==> config.mk <==
export PLATFORM = sky130hd
export DESIGN_NAME = isp_seq
export DESIGN_NICKNAME = d
export VERILOG_FILES = /design/src/rtl/isp_pkg.sv /design/src/rtl/isp_check.sv /design/src/rtl/isp_array.sv /design/src/rtl/isp_seq.sv
export SDC_FILE = /design/constraint.sdc
export NUM_CORES = 2
export LEC_CHECK = 0
export ABC_AREA = 1
export ABC_CLOCK_PERIOD_IN_PS = 3750
export BUFFER_PORTS_ARGS = -buffer_cell sky130_fd_sc_hd__buf_4
export CELL_PAD_IN_SITES_DETAIL_PLACEMENT = 1
export CELL_PAD_IN_SITES_GLOBAL_PLACEMENT = 1
export CORE_MARGIN = 10
export CORE_UTILIZATION = 40
export DETAILED_ROUTE_END_ITERATION = 7
export PLACE_DENSITY = 0.72
export SYNTH_ARGS = -nofsm -noshare
export SYNTH_HDL_FRONTEND = slang
export SYNTH_SLANG_ARGS = --single-unit
export TNS_END_PERCENT = 100
==> constraint.sdc <==
create_clock -name clk_i -period 3.75 [get_ports clk_i]
set_input_delay 0.5625 -clock clk_i [delete_from_list [all_inputs] [get_ports clk_i]]
set_output_delay 0.5625 -clock clk_i [all_outputs]
set_load 0.01 [all_outputs]
==> src/rtl/isp_pkg.sv <==
package isp_pkg;
  localparam logic [5:0] OFS_CTRL = 6'h00;
  localparam logic [5:0] OFS_ADDR = 6'h04;
  localparam logic [5:0] OFS_DATA = 6'h08;
  localparam logic [5:0] OFS_CMD  = 6'h0C;
  localparam logic [5:0] OFS_GO   = 6'h10;
  localparam logic [5:0] OFS_STAT = 6'h14;

  localparam logic [6:0] CMD_READ  = 7'h00;
  localparam logic [6:0] CMD_UID   = 7'h04;
  localparam logic [6:0] CMD_CID   = 7'h0B;
  localparam logic [6:0] CMD_DID   = 7'h0C;
  localparam logic [6:0] CMD_PROG  = 7'h21;
  localparam logic [6:0] CMD_ERASE = 7'h22;
  localparam logic [6:0] CMD_EXT0  = 7'h08;
  localparam logic [6:0] CMD_EXT1  = 7'h0D;
  localparam logic [6:0] CMD_EXT2  = 7'h28;
  localparam logic [6:0] CMD_EXT3  = 7'h2D;

  typedef enum logic [2:0] {
    OP_NOP, OP_READ, OP_PROG, OP_ERASE, OP_UID, OP_CID, OP_DID
  } isp_op_e;
endpackage

==> src/rtl/isp_check.sv <==
module isp_check
  import isp_pkg::*;
#(
  parameter int WORDS = 64
) (
  input  logic [6:0]  cmd_i,
  input  logic [31:0] addr_i,
  input  logic        brownout_i,
  input  logic        app_exec_i,
  input  logic        upd_en_i,
  output isp_op_e     op_o,
  output logic        fail_o
);
  localparam logic [31:0] ADDR_LIM = 32'(WORDS * 4);

  logic bad_code, touches_array, modifies;

  always_comb begin
    bad_code = 1'b0;
    op_o     = OP_NOP;
    unique case (cmd_i)
      CMD_READ:  op_o = OP_READ;
      CMD_UID:   op_o = OP_UID;
      CMD_CID:   op_o = OP_CID;
      CMD_DID:   op_o = OP_DID;
      CMD_PROG:  op_o = OP_PROG;
      CMD_ERASE: op_o = OP_ERASE;
      CMD_EXT0, CMD_EXT1, CMD_EXT2, CMD_EXT3: op_o = OP_NOP;
      default:   bad_code = 1'b1;
    endcase
  end

  assign touches_array = (op_o == OP_READ) || (op_o == OP_PROG) || (op_o == OP_ERASE);
  assign modifies      = (op_o == OP_PROG) || (op_o == OP_ERASE);

  assign fail_o = bad_code
               || (touches_array && ((addr_i[1:0] != 2'b00) || (addr_i >= ADDR_LIM)))
               || (modifies && (brownout_i || (app_exec_i && !upd_en_i)));
endmodule

==> src/rtl/isp_array.sv <==
module isp_array #(
  parameter int WORDS      = 64,
  parameter int PAGE_WORDS = 8,
  localparam int IDX_W     = $clog2(WORDS),
  localparam int PAGE_W    = $clog2(PAGE_WORDS)
) (
  input  logic             clk_i,
  input  logic             rst_ni,
  input  logic             prog_i,
  input  logic             erase_i,
  input  logic [IDX_W-1:0] idx_i,
  input  logic [31:0]      wdata_i,
  output logic [31:0]      rdata_o
);
  logic [31:0] mem [WORDS];

  for (genvar g = 0; g < WORDS; g++) begin : g_word
    localparam logic [IDX_W-1:0] MY_IDX = IDX_W'(g);
    logic hit_word, hit_page;
    assign hit_word = (idx_i == MY_IDX);
    assign hit_page = ((idx_i >> PAGE_W) == (MY_IDX >> PAGE_W));

    always_ff @(posedge clk_i or negedge rst_ni) begin
      if (!rst_ni)                 mem[g] <= '1;
      else if (erase_i && hit_page) mem[g] <= '1;
      else if (prog_i && hit_word)  mem[g] <= mem[g] & wdata_i;
    end
  end

  assign rdata_o = mem[idx_i];
endmodule

==> src/rtl/isp_seq.sv <==
module isp_seq
  import isp_pkg::*;
#(
  parameter int          WORDS      = 64,
  parameter int          PAGE_WORDS = 8,
  parameter int          RD_CYC     = 2,
  parameter int          PRG_CYC    = 4,
  parameter int          ERS_CYC    = 8,
  parameter logic [31:0] UID_VAL    = 32'h5A17_C3E9,
  parameter logic [31:0] CID_VAL    = 32'h0000_00DA,
  parameter logic [31:0] DID_VAL    = 32'h0123_4567
) (
  input  logic        clk_i,
  input  logic        rst_ni,
  input  logic        bus_we_i,
  input  logic [5:0]  bus_addr_i,
  input  logic [31:0] bus_wdata_i,
  output logic [31:0] bus_rdata_o,
  input  logic        unlock_i,
  input  logic        brownout_i,
  input  logic        app_exec_i,
  output logic        irq_o
);
  localparam int IDX_W = $clog2(WORDS);
  localparam int CNT_W = $clog2(ERS_CYC + 1);

  logic        int_en_q, upd_en_q, busy_q, fail_q, intf_q, cerr_q;
  logic [31:0] addr_q, data_q;
  logic [6:0]  cmd_q;
  logic [CNT_W-1:0] cnt_q;
  isp_op_e     op_q, chk_op;
  logic        chk_fail;

  // write decode
  logic wr_ctrl, wr_go, wr_stat, wr_regs, conflict, start_req, start, start_bad, done;
  assign wr_ctrl   = bus_we_i && (bus_addr_i == OFS_CTRL) && unlock_i;
  assign wr_go     = bus_we_i && (bus_addr_i == OFS_GO) && unlock_i;
  assign wr_stat   = bus_we_i && (bus_addr_i == OFS_STAT);
  assign wr_regs   = bus_we_i && ((bus_addr_i == OFS_ADDR) || (bus_addr_i == OFS_DATA)
                                  || (bus_addr_i == OFS_CMD));
  assign conflict  = busy_q && (wr_regs || wr_go);
  assign start_req = wr_go && !busy_q && bus_wdata_i[0];
  assign start     = start_req && !chk_fail;
  assign start_bad = start_req && chk_fail;
  assign done      = busy_q && (cnt_q == '0);

  isp_check #(.WORDS(WORDS)) i_check (
    .cmd_i      (cmd_q),
    .addr_i     (addr_q),
    .brownout_i (brownout_i),
    .app_exec_i (app_exec_i),
    .upd_en_i   (upd_en_q),
    .op_o       (chk_op),
    .fail_o     (chk_fail)
  );

  logic [31:0] arr_rdata;
  isp_array #(.WORDS(WORDS), .PAGE_WORDS(PAGE_WORDS)) i_array (
    .clk_i   (clk_i),
    .rst_ni  (rst_ni),
    .prog_i  (done && (op_q == OP_PROG)),
    .erase_i (done && (op_q == OP_ERASE)),
    .idx_i   (addr_q[IDX_W+1:2]),
    .wdata_i (data_q),
    .rdata_o (arr_rdata)
  );

  logic [CNT_W-1:0] lat_load;
  always_comb begin
    unique case (chk_op)
      OP_PROG:  lat_load = CNT_W'(PRG_CYC - 1);
      OP_ERASE: lat_load = CNT_W'(ERS_CYC - 1);
      default:  lat_load = CNT_W'(RD_CYC - 1);
    endcase
  end

  logic        res_vld;
  logic [31:0] res_val;
  always_comb begin
    res_vld = 1'b1;
    unique case (op_q)
      OP_READ: res_val = arr_rdata;
      OP_UID:  res_val = UID_VAL;
      OP_CID:  res_val = CID_VAL;
      OP_DID:  res_val = DID_VAL;
      default: begin res_val = arr_rdata; res_vld = 1'b0; end
    endcase
  end

  logic fail_set;
  assign fail_set = start_bad || conflict;

  always_ff @(posedge clk_i or negedge rst_ni) begin
    if (!rst_ni) begin
      int_en_q <= 1'b0;
      upd_en_q <= 1'b0;
      addr_q   <= '0;
      data_q   <= '0;
      cmd_q    <= '0;
      busy_q   <= 1'b0;
      cnt_q    <= '0;
      op_q     <= OP_NOP;
      fail_q   <= 1'b0;
      intf_q   <= 1'b0;
      cerr_q   <= 1'b0;
    end else begin
      if (wr_ctrl) begin
        int_en_q <= bus_wdata_i[0];
        upd_en_q <= bus_wdata_i[1];
      end
      if (wr_regs && !busy_q) begin
        if (bus_addr_i == OFS_ADDR) addr_q <= bus_wdata_i;
        if (bus_addr_i == OFS_DATA) data_q <= bus_wdata_i;
        if (bus_addr_i == OFS_CMD)  cmd_q  <= bus_wdata_i[6:0];
      end
      if (done && res_vld) data_q <= res_val;

      if (start) begin
        busy_q <= 1'b1;
        cnt_q  <= lat_load;
        op_q   <= chk_op;
      end else if (done) begin
        busy_q <= 1'b0;
      end else if (busy_q) begin
        cnt_q <= cnt_q - 1'b1;
      end

      // set wins over write-1-to-clear
      if (fail_set)                       fail_q <= 1'b1;
      else if (wr_stat && bus_wdata_i[1]) fail_q <= 1'b0;
      if (fail_set || done)               intf_q <= 1'b1;
      else if (wr_stat && bus_wdata_i[2]) intf_q <= 1'b0;
      if (conflict)                       cerr_q <= 1'b1;
      else if (wr_stat && bus_wdata_i[3]) cerr_q <= 1'b0;
    end
  end

  always_comb begin
    unique case (bus_addr_i)
      OFS_CTRL: bus_rdata_o = {30'd0, upd_en_q, int_en_q};
      OFS_ADDR: bus_rdata_o = addr_q;
      OFS_DATA: bus_rdata_o = data_q;
      OFS_CMD:  bus_rdata_o = {25'd0, cmd_q};
      OFS_GO:   bus_rdata_o = {31'd0, busy_q};
      OFS_STAT: bus_rdata_o = {28'd0, cerr_q, intf_q, fail_q, busy_q};
      default:  bus_rdata_o = '0;
    endcase
  end

  assign irq_o = intf_q && int_en_q;
endmodule

==> results by group <==
STA
  • Skew final: roughly 0.053 ns
  • Worst Tran Pin Value: between 1 and 1.5 ns
  • Max Freq: about 280 MHz
  • Max-slew violation count: 0
  • Fin. Hold Viols: 0
  • Period Utilization, post-route: between 90% and 100%
  • RSZ-0062 raised after global routing: no
  • Fin crit period: about 3.5 ns
  • Worst hold slack: between 0.06 and 0.07 ns
  • Final setup violation count: 0
  • Final setup TNS: 0 ns
  • Max_slew headroom: between 15 and 20%

Clocking
  • Max H-tree Level: 4
  • Sink Count: 2,132
  • Clk_lat worst skew: roughly 0.91 ns
  • CTS Buf Count: around 230
  • CTS resizes: 0
  • Reg clk slew, reported paths: ~0.06 ns
  • Clock buffer depth: 3
  • CTS root buf: clkbuf_16
  • CTS tree: yes

Run
  • Max-cap violation count: 0

Global route
  • Gr ovfl total: 0
  • Global-route wire length before repair: around 600,000 um
  • Pin count of the biggest net entering global routing: ~260
  • Initial antenna violation count: 25
  • Gr usage total: between 20 and 30%
  • Vias in the first global route: between 90,000 and 100k

Hold path
  • Hold path depth: 3
  • Hold Path Class: in -> reg

Power
  • Power Density: 432.5 nW/um^2
  • Max VDD drop: between 0.5 and 0.6 mV
  • Clock Power Share: about half
  • Comb pwr share: 2.8%
  • Switching fraction of total power: around 23%
  • Sequential share of power: about half
  • Leakage: about 56 nW
  • P_int: about 37 mW
  • Net Switching: between 10 and 15 mW

Die
  • Die X: roughly 500 um
  • FP Rows: ~180
  • Initial Util: about two fifths
  • Die height: slightly above 500 um
  • Core ar.: approximately 240,000 um^2
  • Ports: between 70 and 80
  • Die area: about 270,000 um^2

Synthesis
  • Syn avg cell area: between 8 and 9 um^2
  • Net Count, Synth: approximately 12,000
  • Mapped Area: 98,070 um^2
  • Yosys reg bits: around 2,100
  • Synth unique cells: 35
  • Post-synthesis sequential area ratio: 57.02%
  • Syn. warnings: 0
  • Synth Instances: about 12,000

Setup path
  • CP startpoint kind: primary input
  • Crit path capture type: primary output
  • Slowest stage delay, CP: 0.76 ns
  • Delay-heaviest family, CP: buffers and inverters
  • Crit path required time: around 3.2 ns
  • Crit path depth: 9
  • Cell count of the worst reg-to-reg path: 14
  • Kind of critical path: in -> out
  • Most used cell, CP: buf_4
  • CP Cell Sequence: buf_4 > nor2_1 > buf_4 > nand2_1 > nor3_1 > inv_1 > buf_4 > o21ai_0 > buf_4
  • CP max-delay cell: o21ai_0
  • Buf/Inv on CP: 5
  • WP data arrival: between 2 and 3 ns
  • Max FO, Critical Path: 19

Placement
  • Cell Area, Placed: ~100,000 um^2
  • Gpl congestion: roughly 0.94
  • I/O Buffers: 76
  • DP HPWL: ~220,000 um

Route
  • # DRC: 0
  • TritonRoute pass-1 iters: 5
  • Wire per inst: 25.94 um
  • 1st-iter DRT viols: 6,915
  • Vias per cell: between 5 and 6
  • ANT nets after route: 0
  • Via total after detailed routing: about 88,000
  • WL final: 396,500 um

Cells and area
  • Leading cell type in the layout, fill and taps excluded: nand2_1
  • Final nets: 11,920
  • Area Overhead vs Synth: 12.96%
  • Design Area, Final: about 110,000 um^2
  • Layout cells sized above 1: 24.36%
  • Most frequent cells in the layout: 5,659 x nand2_1, 2,048 x dfstp_2, 1,935 x o21ai_0, 392 x nor2_1, 335 x o21ai_1

Status
  • Status: complete, no violations
==> metrics by stage <==
stage / utilization (%) / instances / setup slack [ns] / power (mW)
after global routing: 45.45 / 15280 / 0.2386 / 49.33
after detailed placement: 42.14 / 14810 / 0.2394 / 24.83
after CTS: 45.45 / 15280 / 0.2349 / 48.26
after global placement: 42.14 / 14810 / 0.2798 / 24.81
after floorplan: - / 12200 / 1.576 / 23.81
final: 45.46 / 15280 / 0.2297 / 47.90
==> worst paths after layout <==
check	slack, ns	startpoint	to
setup / recovery	0.23	bus_addr_i[1]	bus_rdata_o[24]
hold / removal	0.07	bus_we_i	upd_en_q$_DFFE_PN0P_
setup reg to reg	0.37	addr_q[2]$_DFFE_PN0P_	data_q[31]$_DFFE_PN0P_
hold reg to reg	0.47	i_array.mem[346]$_DFFE_PN1P_	i_array.mem[346]$_DFFE_PN1P_
max in group asynchronous	2.18	rst_ni	data_q[31]$_DFFE_PN0P_
min in group asynchronous	0.43	rst_ni	i_array.mem[832]$_DFFE_PN1P_
==> power groups by stage <==
| stage | Combinational [mW] | Clock, mW | Sequential (mW) |
|---|---|---|---|
| 6_report | 1.32 | 23.4 | 23.2 |
| 3_5_place_dp | 1.29 | 0 | 23.5 |
| 4_1_cts | 1.32 | 23.7 | 23.2 |
| 3_3_place_gp | 1.27 | 0 | 23.5 |
| 5_1_grt | 1.40 | 24.7 | 23.2 |
| 2_1_floorplan | 0.328 | 0 | 23.5 |
==> sequential cells by signal, indices dropped and copies added, names as in the netlist, 3 cells and up <==
| signal | cells |
|---|---|
| cmd_q | 7 |
| cnt_q | 4 |
| addr_q | 32 |
| op_q | 3 |
| data_q | 32 |
| i_array.mem | 2048 |
==> logic make-up after synthesis <==
group,after synthesis,synth area share (%)
flip-flops,2132,57.02
AO/OA/AOI/OAI,2591,13.55
AND/OR/NAND/NOR,6379,24.98
buffers and inverters,1099,4.418
XOR/XNOR,1,0.008933
adder cells (fa/ha/maj),2,0.02551
==> metal layers <==
metal / share of wire (%) / track usage, % / up-vias
li1: - / - / 38400
met1: 42 / 37.87 / 45570
met2: 46 / 48.06 / 2660
met3: 5.8 / 4.556 / 920
met4: 5.5 / 14.13 / 8
met5: 0.014 / 0 / -
==> cells in the mapped netlist, drive strengths merged <==
cell type / instances / share of area (%)
o211ai: 1 / 0.0077
a211oi: 1 / 0.0077
clkbuf: 803 / 3.1
nor2: 403 / 1.6
o221ai: 6 / 0.054
a31oi: 1 / 0.0064
o311ai: 1 / 0.0089
o21a: 1 / 0.0077
nand3: 171 / 0.87
o21ai: 2271 / 12
a22oi: 112 / 0.86
nand2: 5693 / 22
xor2: 1 / 0.0089
nor4: 1 / 0.0064
buf: 206 / 1.0
nor3: 15 / 0.087
ha: 2 / 0.026
dfstp: 2048 / 55
inv: 89 / 0.34
dfrtp: 84 / 2.1
clkinv: 1 / 0.0038
a21oi: 196 / 1.0
or2: 2 / 0.013
nand4: 94 / 0.62
o22ai: 1 / 0.0064
==> layout make-up <==
class                      count  area, um^2
antenna                        8       20.02
clock buffer                 363        7012
clock inverter                67       730.7
fill                       28970      132900
inverter                      90       365.4
multi-input combinational   8973       38040
sequential                  2132       55960
tap                         3202        4006
timing repair buffer         449        4634
==> worst min-delay path: stages <==
cell     delay (ns)
buf_4          0.14
nand3_1        0.15
o21ai_0        0.09
==> timing repair <==
action | CTS | global route
endpoints found under the setup margin | 0 | 0
setup buffers | 0 | 0
hold endpoints to repair | 101 | 0
hold buffers | 32 | 0
Note: power is estimated with default switching activity, not from simulation.
